**src/rtl/iwpe_pkg.sv**
```systemverilog
package iwpe_pkg;
    localparam int STAT_W    = 3;
    localparam int ST_MPE    = 0;
    localparam int ST_SERR   = 1;
    localparam int ST_DMAERR = 2;

    // Error events resolved in one cycle
    typedef struct packed {
        logic ord_hit;    // ordinary write error, acted on now
        logic msg_hit;    // interrupt-message write error, deferred
        logic msg_apply;  // deferred error released at completion
    } perr_ev_t;

    typedef struct packed {
        logic resp_en;
        logic serr_en;
        logic recov_en;
        logic ext_mode;
    } err_cfg_t;

    // System-error qualification for both write kinds
    function automatic logic serr_qualify(perr_ev_t ev, err_cfg_t cfg);
        logic ord_q;
        logic msg_q;
        ord_q = ev.ord_hit & cfg.ext_mode & cfg.serr_en & ~cfg.recov_en;
        msg_q = ev.msg_apply & cfg.serr_en;
        return ord_q | msg_q;
    endfunction
endpackage

```
**src/rtl/iwpe_detect.sv**
```systemverilog
module iwpe_detect
    import iwpe_pkg::*;
(
    input  logic     clk,
    input  logic     rst,
    input  logic     wr_phase_vld,
    input  logic     wr_is_msg,
    input  logic     tgt_perr_n,
    input  logic     msg_done,
    input  logic     resp_en,
    output perr_ev_t ev
);
    logic hit;
    logic pend_q;

    assign hit          = wr_phase_vld & ~tgt_perr_n & resp_en;
    assign ev.ord_hit   = hit & ~wr_is_msg;
    assign ev.msg_hit   = hit & wr_is_msg;
    assign ev.msg_apply = msg_done & (pend_q | ev.msg_hit);

    always_ff @(posedge clk) begin
        if (rst)
            pend_q <= 1'b0;
        else if (msg_done)
            pend_q <= 1'b0;
        else if (ev.msg_hit)
            pend_q <= 1'b1;
    end

    // no pending error can arise outside a write data phase
    p_no_pend_outside_phase_r3: assert property (@(posedge clk) disable iff (rst)
        (!wr_phase_vld && !pend_q) |=> !pend_q);
    // with response disabled nothing becomes pending
    p_no_pend_resp_off_r2: assert property (@(posedge clk) disable iff (rst)
        (!resp_en && !pend_q) |=> !pend_q);
endmodule

```
**src/rtl/iwpe_escalate.sv**
```systemverilog
module iwpe_escalate
    import iwpe_pkg::*;
(
    input  logic     clk,
    input  logic     rst,
    input  perr_ev_t ev,
    input  err_cfg_t cfg,
    output logic     serr_fire,
    output logic     serr_n
);
    assign serr_fire = serr_qualify(ev, cfg);

    always_ff @(posedge clk) begin
        if (rst)
            serr_n <= 1'b1;
        else
            serr_n <= ~serr_fire;
    end

    // a conventional-mode ordinary error alone never raises the system error
    p_no_serr_conv_r4: assert property (@(posedge clk) disable iff (rst)
        (ev.ord_hit && !ev.msg_apply && !cfg.ext_mode) |=> serr_n);
    // a released interrupt-message error with the enable set always raises it
    p_msg_serr_r5: assert property (@(posedge clk) disable iff (rst)
        (ev.msg_apply && cfg.serr_en) |=> !serr_n);
endmodule

```
**src/rtl/iwpe_status.sv**
```systemverilog
module iwpe_status
    import iwpe_pkg::*;
(
    input  logic              clk,
    input  logic              rst,
    input  perr_ev_t          ev,
    input  logic              serr_fire,
    input  logic              dma_start,
    input  logic              dma_done,
    input  logic              clr_we,
    input  logic [STAT_W-1:0] clr_data,
    output logic [STAT_W-1:0] stat,
    output logic              dma_active
);
    logic [STAT_W-1:0] set_vec;
    logic [STAT_W-1:0] clr_vec;

    always_comb begin
        set_vec            = '0;
        set_vec[ST_MPE]    = ev.ord_hit | ev.msg_apply;
        set_vec[ST_SERR]   = serr_fire;
        set_vec[ST_DMAERR] = ev.ord_hit;
    end

    assign clr_vec = clr_we ? clr_data : '0;

    for (genvar g = 0; g < STAT_W; g++) begin : g_sticky
        always_ff @(posedge clk) begin
            if (rst)
                stat[g] <= 1'b0;
            else
                stat[g] <= set_vec[g] | (stat[g] & ~clr_vec[g]);
        end
    end

    always_ff @(posedge clk) begin
        if (rst)
            dma_active <= 1'b0;
        else if (ev.ord_hit || dma_done)
            dma_active <= 1'b0;
        else if (dma_start)
            dma_active <= 1'b1;
    end

    // an ordinary write error aborts the DMA and flags it
    p_dma_abort_r7: assert property (@(posedge clk) disable iff (rst)
        ev.ord_hit |=> (stat[ST_DMAERR] && !dma_active));
    // an interrupt-message error alone leaves the DMA error bit stable
    p_msg_keeps_dma_r8: assert property (@(posedge clk) disable iff (rst)
        ((ev.msg_hit || ev.msg_apply) && !ev.ord_hit && !clr_vec[ST_DMAERR])
        |=> $stable(stat[ST_DMAERR]));
    // a set beats a clear in the same cycle
    p_set_wins_r10: assert property (@(posedge clk) disable iff (rst)
        (set_vec[ST_MPE] && clr_vec[ST_MPE]) |=> stat[ST_MPE]);
endmodule

```
**src/rtl/init_wr_perr_handler.sv**
```systemverilog
module init_wr_perr_handler
    import iwpe_pkg::*;
(
    input  logic              clk,
    input  logic              rst,
    input  logic              wr_phase_vld,
    input  logic              wr_is_msg,
    input  logic              tgt_perr_n,
    input  logic              msg_done,
    input  logic              ext_mode,
    input  logic              cfg_perr_resp_en,
    input  logic              cfg_serr_en,
    input  logic              cfg_recov_en,
    input  logic              dma_start,
    input  logic              dma_done,
    input  logic              stat_clr_we,
    input  logic [STAT_W-1:0] stat_clr_data,
    output logic              serr_n,
    output logic              stat_mpe,
    output logic              stat_serr,
    output logic              stat_dma_err,
    output logic              dma_active
);
    perr_ev_t          ev;
    err_cfg_t          cfg;
    logic              serr_fire;
    logic [STAT_W-1:0] stat;

    assign cfg.resp_en  = cfg_perr_resp_en;
    assign cfg.serr_en  = cfg_serr_en;
    assign cfg.recov_en = cfg_recov_en;
    assign cfg.ext_mode = ext_mode;

    iwpe_detect u_detect (
        .clk          (clk),
        .rst          (rst),
        .wr_phase_vld (wr_phase_vld),
        .wr_is_msg    (wr_is_msg),
        .tgt_perr_n   (tgt_perr_n),
        .msg_done     (msg_done),
        .resp_en      (cfg_perr_resp_en),
        .ev           (ev)
    );

    iwpe_escalate u_escalate (
        .clk       (clk),
        .rst       (rst),
        .ev        (ev),
        .cfg       (cfg),
        .serr_fire (serr_fire),
        .serr_n    (serr_n)
    );

    iwpe_status u_status (
        .clk        (clk),
        .rst        (rst),
        .ev         (ev),
        .serr_fire  (serr_fire),
        .dma_start  (dma_start),
        .dma_done   (dma_done),
        .clr_we     (stat_clr_we),
        .clr_data   (stat_clr_data),
        .stat       (stat),
        .dma_active (dma_active)
    );

    assign stat_mpe     = stat[ST_MPE];
    assign stat_serr    = stat[ST_SERR];
    assign stat_dma_err = stat[ST_DMAERR];

    // every low system-error cycle carries both sticky flags
    p_serr_flags_r6: assert property (@(posedge clk) disable iff (rst)
        !serr_n |-> (stat_serr && stat_mpe));
endmodule

```
**config.mk**
```make
export PLATFORM = sky130hd
export DESIGN_NAME = init_wr_perr_handler
export DESIGN_NICKNAME = d
export VERILOG_FILES = /design/src/rtl/iwpe_pkg.sv /design/src/rtl/iwpe_detect.sv /design/src/rtl/iwpe_escalate.sv /design/src/rtl/iwpe_status.sv /design/src/rtl/init_wr_perr_handler.sv
export SDC_FILE = /design/constraint.sdc
export NUM_CORES = 1
export LEC_CHECK = 0
export BUFFER_PORTS_ARGS = -buffer_cell sky130_fd_sc_hd__buf_2
export CAP_MARGIN = 20
export CORE_AREA = 2 2 39 41
export DETAILED_ROUTE_END_ITERATION = 10
export DIE_AREA = 0 0 41 43
export PLACE_DENSITY = 0.41
export SETUP_SLACK_MARGIN = 0.3
export SLEW_MARGIN = 10
export SYNTH_ARGS = -nofsm -noshare
export SYNTH_HDL_FRONTEND = slang
export SYNTH_SLANG_ARGS = --single-unit
export TNS_END_PERCENT = 100
```
**constraint.sdc**
```tcl
create_clock -name clk -period 0.85 [get_ports clk]
set_input_delay 0.0425 -clock clk [delete_from_list [all_inputs] [get_ports clk]]
set_output_delay 0.0425 -clock clk [all_outputs]
set_load 0.005 [all_outputs]
```
==> impl_summary.txt <==
----------------------------------------------------
[Status]
  Result of the run ... finished, violations left
  Violations in the final reports ... hold timing

[Clock tree]
  TritonCTS clock tree ... built
  Count of clock tree sinks ... 6
  Total number of H-tree levels ... 1
  Maximum number of buffers from clock root to sink ... 2
  Total clock buffers created by CTS ... 3
  Insertion delay of the later-clocked pin in the worst-skew pair ... 0.24 ns
  Register clock-pin slew on the reported worst setup and hold paths ... 0.05 ns
  Cell at the root of the clock tree ... sky130_fd_sc_hd__clkbuf_4

[Setup path]
  Crit path max fanout ... 3
  Launch point of the worst reg-to-reg path ... u_detect.pend_q
  Startpoint Class ... flop
  Critical path type ... flop to flop
  Endpoint class of the critical path ... flop
  Depth of the worst register-to-register path ... 2
  FF-to-FF End ... u_status.stat[1]
  Worst Path Arrival ... 0.84 ns
  Crit path from ... u_detect.pend_q
  WP data required ... 0.97 ns
  Setup slack of the worst register-to-register path ... 0.13 ns

[Synthesis]
  Sequential element share of the synthesized area ... 50.0%
  Post-Syn Instances ... 26
  Syn_nets ... 42
  Distinct cell type count after synthesis ... 15
  Summed instance area of the synthesized netlist ... 240 um^2
  Synthesized area per cell ... 9.24 um^2
  Total of warnings raised by yosys ... 0
  Flops & latches, synth ... 6

[Timing]
  Setup clock skew after layout ... 0.00167 ns
  Number of setup violations in the final report ... 0
  Setup repair after global routing missed its margin ... yes
  Slew Limit Headroom ... 85.8%
  Final number of hold-violating endpoints ... 2
  Worst Max-Slew Pin Slew ... 0.211 ns
  Total negative slack ... 0 ns
  Period utilization ... 84.5%
  Count of final max-slew check failures ... 0
  Highest achievable clock rate ... 1.39 GHz
  Shortest clock period the worst path allows after layout ... 0.718 ns
  Worst Hold Margin ... -0.0499 ns

[Power]
  Ratio of total power to cell area ... 1550 nW/um^2
  Peak VDD IR ... 0.540 mV
  Sum of internal, switching and leakage power ... 0.000637 W
  Leakage power of the design ... 0.201 nW

[Worst hold path]
  Worst hold start ... dma_done
  End of the worst hold path ... u_status.dma_active
  Cell depth of the worst min-delay path ... 2
  Min-delay worst type ... input pin to flop

[Finish]
  Layout cell share with drive strength beyond 1 ... 66.7%
  Post-route cell area ... 412 um^2
  Syn-to-layout area delta ... 71.4%
  Filler Cell Count ... 167
  Antenna Cells ... 0
  Final-stage net count ... 69

[Global route]
  Total congestion overflow ... 0
  Via count of the first global-routing pass ... 237
  Largest net degree at the start of global routing ... 6
  Global-route wire length before repair ... 890 um
  Global-route total usage across every layer ... 8.32%
  Initial antenna violation count ... 0

[Routing]
  Avg Vias per Cell ... 4.10
  DRC marker count from the first detailed-route iteration ... 1
  DR DRC count ... 0
  Vias ... 275
  Antenna-violating nets left ... 0
  Wirelength, routed ... 622 um
  Total iterations of the first detailed-routing run ... 4
  Routed wirelength normalized by instance count ... 9.28 um

[Job]
  Max Cap Violations ... 0

[Place]
  Half-perimeter wire length after placement ... 520 um
  Placement Cell Area ... 377 um^2
  RD Place Congestion ... 0.626
  Buffers added on ports ... 20

[Floorplan]
  Die W ... 41 um
  Boundary Pins ... 21
  Vertical die dimension ... 43 um
  Floorplan row count ... 14
  Starting density of the core ... 17.4%
  Overall die area ... 1760 um^2
  Core box area ... 1380 um^2

----------------------------------------------------
==> synth_stat cells <==
cell / count / share of area [%]
sky130_fd_sc_hd__dfxtp_1: 6 / 50
sky130_fd_sc_hd__a21oi_1: 3 / 6.2
sky130_fd_sc_hd__nand2_1: 3 / 4.7
sky130_fd_sc_hd__nor2_1: 3 / 4.7
sky130_fd_sc_hd__and2_1: 1 / 2.6
sky130_fd_sc_hd__and2b_1: 1 / 3.1
sky130_fd_sc_hd__and4b_2: 1 / 4.7
sky130_fd_sc_hd__and4bb_2: 1 / 5.2
sky130_fd_sc_hd__nand3_1: 1 / 2.1
sky130_fd_sc_hd__nand3b_1: 1 / 3.1
sky130_fd_sc_hd__nand4b_1: 1 / 3.6
sky130_fd_sc_hd__nor3_1: 1 / 2.1
sky130_fd_sc_hd__nor4_1: 1 / 2.6
sky130_fd_sc_hd__o211ai_1: 1 / 3.1
sky130_fd_sc_hd__o21ai_0: 1 / 2.1
==> logic make-up after synthesis <==
logic type and share of synthesized area [%]:
AO/OA/AOI/OAI 11.5, flip-flops 50.0, AND/OR/NAND/NOR 38.5
==> per-stage QoR <==
| step | instances | setup WS, ns | util (%) |
|---|---|---|---|
| after global routing | 67 | 0.0709 | 29.7 |
| final | 67 | 0.132 | 29.7 |
| after CTS | 67 | 0.126 | 29.2 |
| after floorplan | 26 | 0.138 | - |
| after global placement | 64 | -0.00857 | 27.2 |
| after detailed placement | 64 | -0.0378 | 27.2 |
==> cell type report <==
class / count / area, um^2 / area share [%]
clock buffer: 3 / 22.5 / 5.47
tap: 16 / 20.0 / 4.86
sequential: 6 / 126 / 30.7
timing repair buffer: 22 / 115 / 28.0
multi-input combinational: 20 / 128 / 31.0
==> flip-flops by register name, indices dropped and copies added (netlist names) <==
signal and count:
u_escalate.serr_n 1, u_status.stat 3, u_status.dma_active 1, u_detect.pend_q 1
==> cell usage in the layout (no fill, tap or decap) <==
cell type / n
sky130_fd_sc_hd__and2_1: 1
sky130_fd_sc_hd__nor2_1: 3
sky130_fd_sc_hd__and4b_2: 1
sky130_fd_sc_hd__buf_4: 2
sky130_fd_sc_hd__nor4_1: 1
sky130_fd_sc_hd__nand2_1: 3
sky130_fd_sc_hd__nand4b_1: 1
sky130_fd_sc_hd__nor3_1: 1
sky130_fd_sc_hd__nand3b_1: 1
sky130_fd_sc_hd__nand3_1: 1
sky130_fd_sc_hd__a21oi_2: 2
sky130_fd_sc_hd__clkbuf_4: 3
sky130_fd_sc_hd__dfxtp_2: 5
sky130_fd_sc_hd__o21ai_1: 1
sky130_fd_sc_hd__buf_2: 20
sky130_fd_sc_hd__o211ai_1: 1
sky130_fd_sc_hd__a21oi_1: 1
sky130_fd_sc_hd__and4bb_2: 1
sky130_fd_sc_hd__dfxtp_1: 1
sky130_fd_sc_hd__and2b_1: 1
==> routing by layer <==
metal	part of all wire (%)	global-route usage, %
met1	40	8.01
met5	0	0
met4	1.6	10.0
met2	47	11.3
met3	12	3.66
==> critical path: stages (launching register included) <==
cell and delay [ns]:
sky130_fd_sc_hd__dfxtp_2 0.32, sky130_fd_sc_hd__o211ai_1 0.19, sky130_fd_sc_hd__nand3_1 0.09
==> how the worst max path moves through the flow <==
stage                        end  slack [ns]  cells after the start
2_1_floorplan  u_escalate.serr_n        0.14                      3
5_1_grt         u_status.stat[1]        0.07                      2
6_report        u_status.stat[1]        0.13                      2
3_3_place_gp   u_escalate.serr_n      -0.009                      4
3_5_place_dp   u_escalate.serr_n       -0.04                      4
4_1_cts                 stat_mpe        0.13                      1
==> power by group <==
group | leakage [nW] | internal [W] | switching (W)
registers | 0.0511 | 0.000292 | 0.00000409
clock network | 0.0138 | 0.000160 | 0.000103
logic | 0.137 | 0.0000480 | 0.0000311
total | 0.201 | 0.000500 | 0.000138
==> what timing repair did <==
action	CTS	global route
hold endpoints to repair	2	2
pin swaps	2	1
resized for setup	4	2
buffers inserted	0	0
setup endpoints to repair	11	11
Note: power is estimated with default switching activity, not from simulation.
